`config.mk`:
```
export PLATFORM = sky130hd
export DESIGN_NAME = tmr_irq_flags
export DESIGN_NICKNAME = d
export VERILOG_FILES = /design/src/rtl/tif_pkg.sv /design/src/rtl/tif_src_select.sv /design/src/rtl/tif_wclr_pipe.sv /design/src/rtl/tif_flag_bit.sv /design/src/rtl/tif_req_gate.sv /design/src/rtl/tmr_irq_flags.sv
export SDC_FILE = /design/constraint.sdc
export NUM_CORES = 1
export LEC_CHECK = 0
export BUFFER_PORTS_ARGS = -buffer_cell sky130_fd_sc_hd__buf_2
export CAP_MARGIN = 10
export CORE_MARGIN = 10
export CORE_UTILIZATION = 38
export DETAILED_ROUTE_END_ITERATION = 8
export GPL_TIMING_DRIVEN = 1
export PLACE_DENSITY = 0.8
export SLEW_MARGIN = 20
export SYNTH_ARGS = -nofsm -noshare
export SYNTH_HDL_FRONTEND = slang
export SYNTH_HIERARCHICAL = 1
export SYNTH_SLANG_ARGS = --single-unit
export TNS_END_PERCENT = 100
```
`constraint.sdc`:
```
create_clock -name clk -period 1.38 [get_ports clk]
set_input_delay 0.276 -clock clk [delete_from_list [all_inputs] [get_ports clk]]
set_output_delay 0.276 -clock clk [all_outputs]
set_load 0.01 [all_outputs]
```
`src/rtl/tif_pkg.sv`:
```
`timescale 1ns/1ps
package tif_pkg;
  // Number of flag sources and their position inside the register
  localparam int SRC_N    = 6;
  localparam int FLAG_LSB = 1;
  // Source indices
  localparam int IDX_OVF0  = 0;
  localparam int IDX_OVF1  = 1;
  localparam int IDX_CMP0B = 2;
  localparam int IDX_CMP0A = 3;
  localparam int IDX_CMP1B = 4;
  localparam int IDX_CMP1A = 5;

  typedef logic [SRC_N-1:0] src_vec_t;
endpackage

```
`src/rtl/tif_src_select.sv`:
```
`timescale 1ns/1ps
module tif_src_select
  import tif_pkg::*;
(
  input  logic     [SRC_N-1:0] evt_i,
  input  logic                 cmp_c_i,
  input  logic                 pwm_a_en_i,
  input  logic                 pwm_b_en_i,
  output logic     [SRC_N-1:0] set_o
);
  logic pwm_mode;

  always_comb begin
    pwm_mode = pwm_a_en_i | pwm_b_en_i;
  end

  genvar g;
  generate
    for (g = 0; g < SRC_N; g++) begin : g_sel
      if (g == IDX_OVF1) begin : g_ovf1
        // timer-1 overflow flag: source depends on mode
        always_comb begin
          set_o[g] = pwm_mode ? cmp_c_i : evt_i[g];
        end
      end else begin : g_plain
        always_comb begin
          set_o[g] = evt_i[g];
        end
      end
    end
  endgenerate
endmodule

```
`src/rtl/tif_wclr_pipe.sv`:
```
`timescale 1ns/1ps
module tif_wclr_pipe
  import tif_pkg::*;
(
  input  logic             clk,
  input  logic             rst_n,
  input  logic             wr_i,
  input  logic [SRC_N-1:0] mask_i,
  output logic [SRC_N-1:0] clr_o
);
  logic [SRC_N-1:0] clr_d;
  logic [SRC_N-1:0] clr_q;
  logic             clr_ce;

  always_comb begin
    clr_d  = wr_i ? mask_i : '0;
    // only load when a new write arrives or a pending clear must retire
    clr_ce = wr_i | (|clr_q);
  end

  always_ff @(posedge clk or negedge rst_n) begin
    if (!rst_n) begin
      clr_q <= '0;
    end else if (clr_ce) begin
      clr_q <= clr_d;
    end
  end

  assign clr_o = clr_q;
endmodule

```
`src/rtl/tif_flag_bit.sv`:
```
`timescale 1ns/1ps
module tif_flag_bit (
  input  logic clk,
  input  logic rst_n,
  input  logic set_i,
  input  logic ack_i,
  input  logic wclr_i,
  output logic q_o
);
  logic q;
  logic d;
  logic ce;

  always_comb begin
    ce = set_i | ack_i | wclr_i;
    // a set always dominates any clear
    d  = set_i;
  end

  always_ff @(posedge clk or negedge rst_n) begin
    if (!rst_n) begin
      q <= 1'b0;
    end else if (ce) begin
      q <= d;
    end
  end

  assign q_o = q;
endmodule

```
`src/rtl/tif_req_gate.sv`:
```
`timescale 1ns/1ps
module tif_req_gate
  import tif_pkg::*;
(
  input  logic             gie_i,
  input  logic [SRC_N-1:0] en_i,
  input  logic [SRC_N-1:0] flag_i,
  output logic [SRC_N-1:0] irq_o
);
  always_comb begin
    irq_o = gie_i ? (en_i & flag_i) : '0;
  end
endmodule

```
`src/rtl/tmr_irq_flags.sv`:
```
`timescale 1ns/1ps
module tmr_irq_flags
  import tif_pkg::*;
#(
  parameter int REG_W = 8
) (
  input  logic             clk,
  input  logic             rst_n,
  input  logic [5:0]       evt_i,
  input  logic             cmp_c_i,
  input  logic             pwm_a_en_i,
  input  logic             pwm_b_en_i,
  input  logic [5:0]       ack_i,
  input  logic [5:0]       src_en_i,
  input  logic             gie_i,
  input  logic             reg_wr_i,
  input  logic [REG_W-1:0] reg_wdata_i,
  output logic [REG_W-1:0] reg_rdata_o,
  output logic [5:0]       irq_o
);
  localparam int FLAG_MSB = FLAG_LSB + SRC_N - 1;

  logic [SRC_N-1:0] set_vec;
  logic [SRC_N-1:0] wclr_vec;
  logic [SRC_N-1:0] flags;
  logic             unused_wbits;

  // reserved write bits are deliberately dropped
  assign unused_wbits = ^{reg_wdata_i[REG_W-1:FLAG_MSB+1], reg_wdata_i[FLAG_LSB-1:0]};

  tif_src_select u_sel (
    .evt_i      (evt_i),
    .cmp_c_i    (cmp_c_i),
    .pwm_a_en_i (pwm_a_en_i),
    .pwm_b_en_i (pwm_b_en_i),
    .set_o      (set_vec)
  );

  tif_wclr_pipe u_wclr (
    .clk    (clk),
    .rst_n  (rst_n),
    .wr_i   (reg_wr_i),
    .mask_i (reg_wdata_i[FLAG_MSB:FLAG_LSB]),
    .clr_o  (wclr_vec)
  );

  genvar g;
  generate
    for (g = 0; g < SRC_N; g++) begin : g_flag
      tif_flag_bit u_bit (
        .clk    (clk),
        .rst_n  (rst_n),
        .set_i  (set_vec[g]),
        .ack_i  (ack_i[g]),
        .wclr_i (wclr_vec[g]),
        .q_o    (flags[g])
      );
    end
  endgenerate

  always_comb begin
    reg_rdata_o                    = '0;
    reg_rdata_o[FLAG_MSB:FLAG_LSB] = flags;
  end

  tif_req_gate u_gate (
    .gie_i  (gie_i),
    .en_i   (src_en_i),
    .flag_i (flags),
    .irq_o  (irq_o)
  );
endmodule

```
# [Word level (Yosys, flattened, before mapping)]
# Cells that the tools add are included.
[word_totals] elab_cells=26 register_bits=12 output_inout_bits=14 input_bits=33
[classes] bitwise_logic=15 reduce_logical=1 n_mux=3
[op_table] operator="OR 1 bit" n=14
[op_table] operator="2-to-1 mux 6 bit" n=2
[op_table] operator="AND 6 bit" n=1
[op_table] operator="OR reduction 6 bit" n=1
[op_table] operator="2-to-1 mux 1 bit" n=1

# [Longest topological paths before layout]
[logic_depth] word_depth=4 mapped_depth=3 depth_no_buf=3

# [Hierarchy]
# The synthesis kept the hierarchy.
[by_module_without_submodules] module="tif_flag_bit" seq_area_each_um2=25.0 cells_each=3 instances=6 area_each_um2=38.8
[by_module_without_submodules] module="tif_wclr_pipe" seq_area_each_um2=150.1 cells_each=12 instances=1 area_each_um2=187.7
[by_module_without_submodules] module="tif_src_select" seq_area_each_um2=0.0 cells_each=7 instances=1 area_each_um2=52.6
[by_module_without_submodules] module="tif_req_gate" seq_area_each_um2=0.0 cells_each=6 instances=1 area_each_um2=37.5
[by_module_without_submodules] module="tmr_irq_flags" seq_area_each_um2=0.0 cells_each=3 instances=1 area_each_um2=18.8

# [Least setup slack after synthesis]
# OpenSTA, ideal clock, no wires.
[synth_timing] path_type="input-to-reg" from="in pwm_b_en_i" to="reg g_flag[1].u_bit.q" path_stages=3 setup_slack_ps=369 n_path_buf=0 t_arrival_ps=887 required_time_ps=1256 setup_time_ps=124 path_cell_list="nor2_1 mux2_1 or2_1"
[synth_between] elab_chain_len=4
[synth_rtl] item="start: declaration" line_no="tmr_irq_flags.sv:12" source="input logic pwm_b_en_i,"
[synth_rtl] item="OR 1 bit (*)" line_no="tif_src_select.sv:14" source="pwm_mode = pwm_a_en_i | pwm_b_en_i;"
[synth_rtl] item="2-to-1 mux 1 bit (*)" line_no="tif_src_select.sv:23" source="set_o[g] = pwm_mode ? cmp_c_i : evt_i[g];"
[synth_rtl] item="net set_vec[1]" line_no="tmr_irq_flags.sv:23" source="logic [SRC_N-1:0] set_vec;"
[synth_rtl] item="OR 1 bit (2 in a row)" line_no="tif_flag_bit.sv:15" source="ce = set_i | ack_i | wclr_i;"
[synth_rtl] item="end signal: assignment" line_no="tif_flag_bit.sv:22" source="q <= 1'b0;"
[synth_rtl] item="end signal: assignment" line_no="tif_flag_bit.sv:24" source="q <= d;"
[synth_rtl] item="end: declaration" line_no="tif_flag_bit.sv:10" source="logic q;"
# Mark *: on every way through the listed nets, which the timed path passes. The rest lies on a longest branch.
# A chain may end at the register's enable or synchronous reset.

# [Worst setup path in the final report]
[layout_timing] from="reg g_flag[5].u_bit.q" to="out irq_o[5]"
[layout_between] elab_chain_len=2
[layout_rtl] item="start: declaration" line_no="tif_flag_bit.sv:10"
[layout_rtl] item="start signal: assignment" line_no="tif_flag_bit.sv:22"
[layout_rtl] item="start signal: assignment" line_no="tif_flag_bit.sv:24"
[layout_rtl] item="AND 6 bit" line_no="tif_req_gate.sv:11" source="irq_o = gie_i ? (en_i & flag_i) : '0;"
[layout_rtl] item="2-to-1 mux 6 bit" line_no="tif_req_gate.sv:11"
[layout_rtl] item="end: declaration" line_no="tmr_irq_flags.sv:19" source="output logic [5:0] irq_o"
# Every way passes these cells.

==> metrics <==
status finished, final reports clean; CP Buf/Inv Count 1; delay-heaviest family, CP flip-flops; Setup crit end kind primary output; crit start category register; H-tree Lvls 1; Leakage around 0.42 nW; starting density of the core 0.407; Synth top area share 0.567; GRT overflow 0; commonest cells after routing, fill and taps aside buf_2, dfrtp_1; Int Power 604 uW; # IOs 47; commonest non-fill, non-tap cell in the layout buf_2; initial antenna violation count 0; post-synth top area cell dfrtp_1; Clock power frac 0.360; Final WS setup roughly 0.11 ns; Psw around 190 uW; Final ANT Viol Nets 0; worst hold path type input pin to register; Worst Path Max Fanout 3; clk sink count 12; row count 13; largest net degree at the start of global routing 13; # hold bufs at CTS 1; Peak VDD IR 0.000566 V; global-route wire length before repair 2.30 mm; Root Buffer clkbuf_4; Iter 0 DRT Violations 4; I/O Buffers 42; drt first pass iters 3; vias per cell 4.57; total negative slack 0 ns; Routability Congestion 0.662; area of the core around 1300 um2; final period utilization 0.917; gr usage total 0.0913; endpoints failing hold 0; synthesized area per cell roughly 12 um2; HPWL Detailed 1.29 mm; clock-pin slew on the worst setup and hold paths 0.07 ns; Post-Syn Instances between 40 and 50; Antenna Cells 0; Comb pwr share 0.154; DIE WIDTH 57.3 um; final setup vio count 0; worst path required time 1.10 ns; max-cap violations 0; Synth area leaders dfrtp_1, buf_4, nor3b_1; Slew Viols, Final 0; Post-route DRC 0; die height 57.3 um; slowest cell on the critical path dfrtp_1; # resized after CTS 0; mapped cell area approximately 530 um2; Pwr Density 1050 nW/um2; Seq pwr share 0.486; fin crit period 1.27 ns; vias in the first global route 544; Clock Skew 0.00368 ns; CTS Buf Count 3; YS warnings 6; CP Data Arrival Time 0.99 ns; die area 3290 um2; post-synth cell types 9; critical path's largest stage delay 0.40 ns; synth-to-layout area growth 42.8%; CTS tree built; Highest Clock Rate approximately 0.8 GHz; WL final 1.52 mm; Seq cells post-synth 12; register area share after synthesis 0.567; worst setup path class register to primary output; RSZ-0062 raised after global routing false; Clock Latency Late Sink 0.28 ns; crit-path cells and3_1 -> buf_2; pre-CTS setup slack 0.236 ns; wire per inst roughly 15 um; Sw Ratio 0.237; # Post-CTS Setup Buffers 0; Via Count about 470; CTS Buffer Depth 2; fraction of layout cells with a size suffix above 1 0.529; Layout Nets 121
[per-stage QoR]
| step | instance area, um2 | util | cells | hold WS, ns | total power, mW |
|---|---|---|---|---|---|
| 2_1_floorplan | 533 | - | 47 | -0.0196 | 0.449 |
| 3_3_place_gp | 709 | 0.545 | 97 | 0.164 | 0.508 |
| 3_5_place_dp | 709 | 0.545 | 97 | 0.166 | 0.515 |
| 4_1_cts | 756 | 0.581 | 102 | 0.175 | 0.803 |
| 5_1_grt | 756 | 0.581 | 102 | 0.173 | 0.835 |
| 6_report | 756 | 0.581 | 102 | 0.181 | 0.791 |
[logic make-up (layout without fill, tap and decap cells)]
logic type | after synthesis | count (layout) | share of synthesized area
simple gates | 25 | 25 | 0.305
flops | 12 | 12 | 0.567
buf+inv | 7 | 47 | 0.0993
other cells | 1 | 2 | 0.00709
mux | 1 | 1 | 0.0213
[worst paths after layout]
check                           slack (ns)  depth (start not counted)                               to                       startpoint
min in group asynchronous             0.41                          2      u_wclr/clr_o[1]$_DFFE_PN0P_                            rst_n
max in group asynchronous             0.76                          2  g_flag[5].u_bit/q_o$_DFFE_PN0P_                            rst_n
worst min-delay path                  0.18                          2  g_flag[4].u_bit/q_o$_DFFE_PN0P_                         evt_i[4]
worst min register to register        0.60                          2  g_flag[3].u_bit/q_o$_DFFE_PN0P_      u_wclr/clr_o[3]$_DFFE_PN0P_
worst max-delay path                  0.11                          2                         irq_o[5]  g_flag[5].u_bit/q_o$_DFFE_PN0P_
worst max register to register        0.50                          2  g_flag[5].u_bit/q_o$_DFFE_PN0P_  g_flag[5].u_bit/q_o$_DFFE_PN0P_
[layout make-up]
cell class / count / area, um2
Tap cell: 15 / 18.8
Clock buffer: 4 / 36.3
Timing Repair Buffer: 43 / 220
Sequential cell: 12 / 300
Multi-Input combinational cell: 28 / 180
Fill cell: 128 / 546
[layer usage]
layer  wire, um  track usage
met5          0            0
met4         42       0.0604
met2        853        0.166
met1        448       0.0673
met3        173       0.0597
[cell usage after synthesis, drive strengths merged]
library cell	n
and2	6
dfrtp	12
conb	1
nor2	1
buf	7
mux2	1
and3	6
nor3b	6
or2	6
[power by group through the flow]
stage          sequential, mW  combinational [mW]  clock (mW)
2_1_floorplan           0.396              0.0530           0
3_3_place_gp            0.390               0.118           0
3_5_place_dp            0.392               0.122           0
4_1_cts                 0.385               0.125       0.294
5_1_grt                 0.388               0.135       0.312
6_report                0.385               0.122       0.285
[flip-flops by register name, indices dropped and copies added (netlist names)]
signal            count
g_flag.u_bit/q_o      6
u_wclr/clr_o          6
No activity file was read; power rests on OpenSTA's default activity.
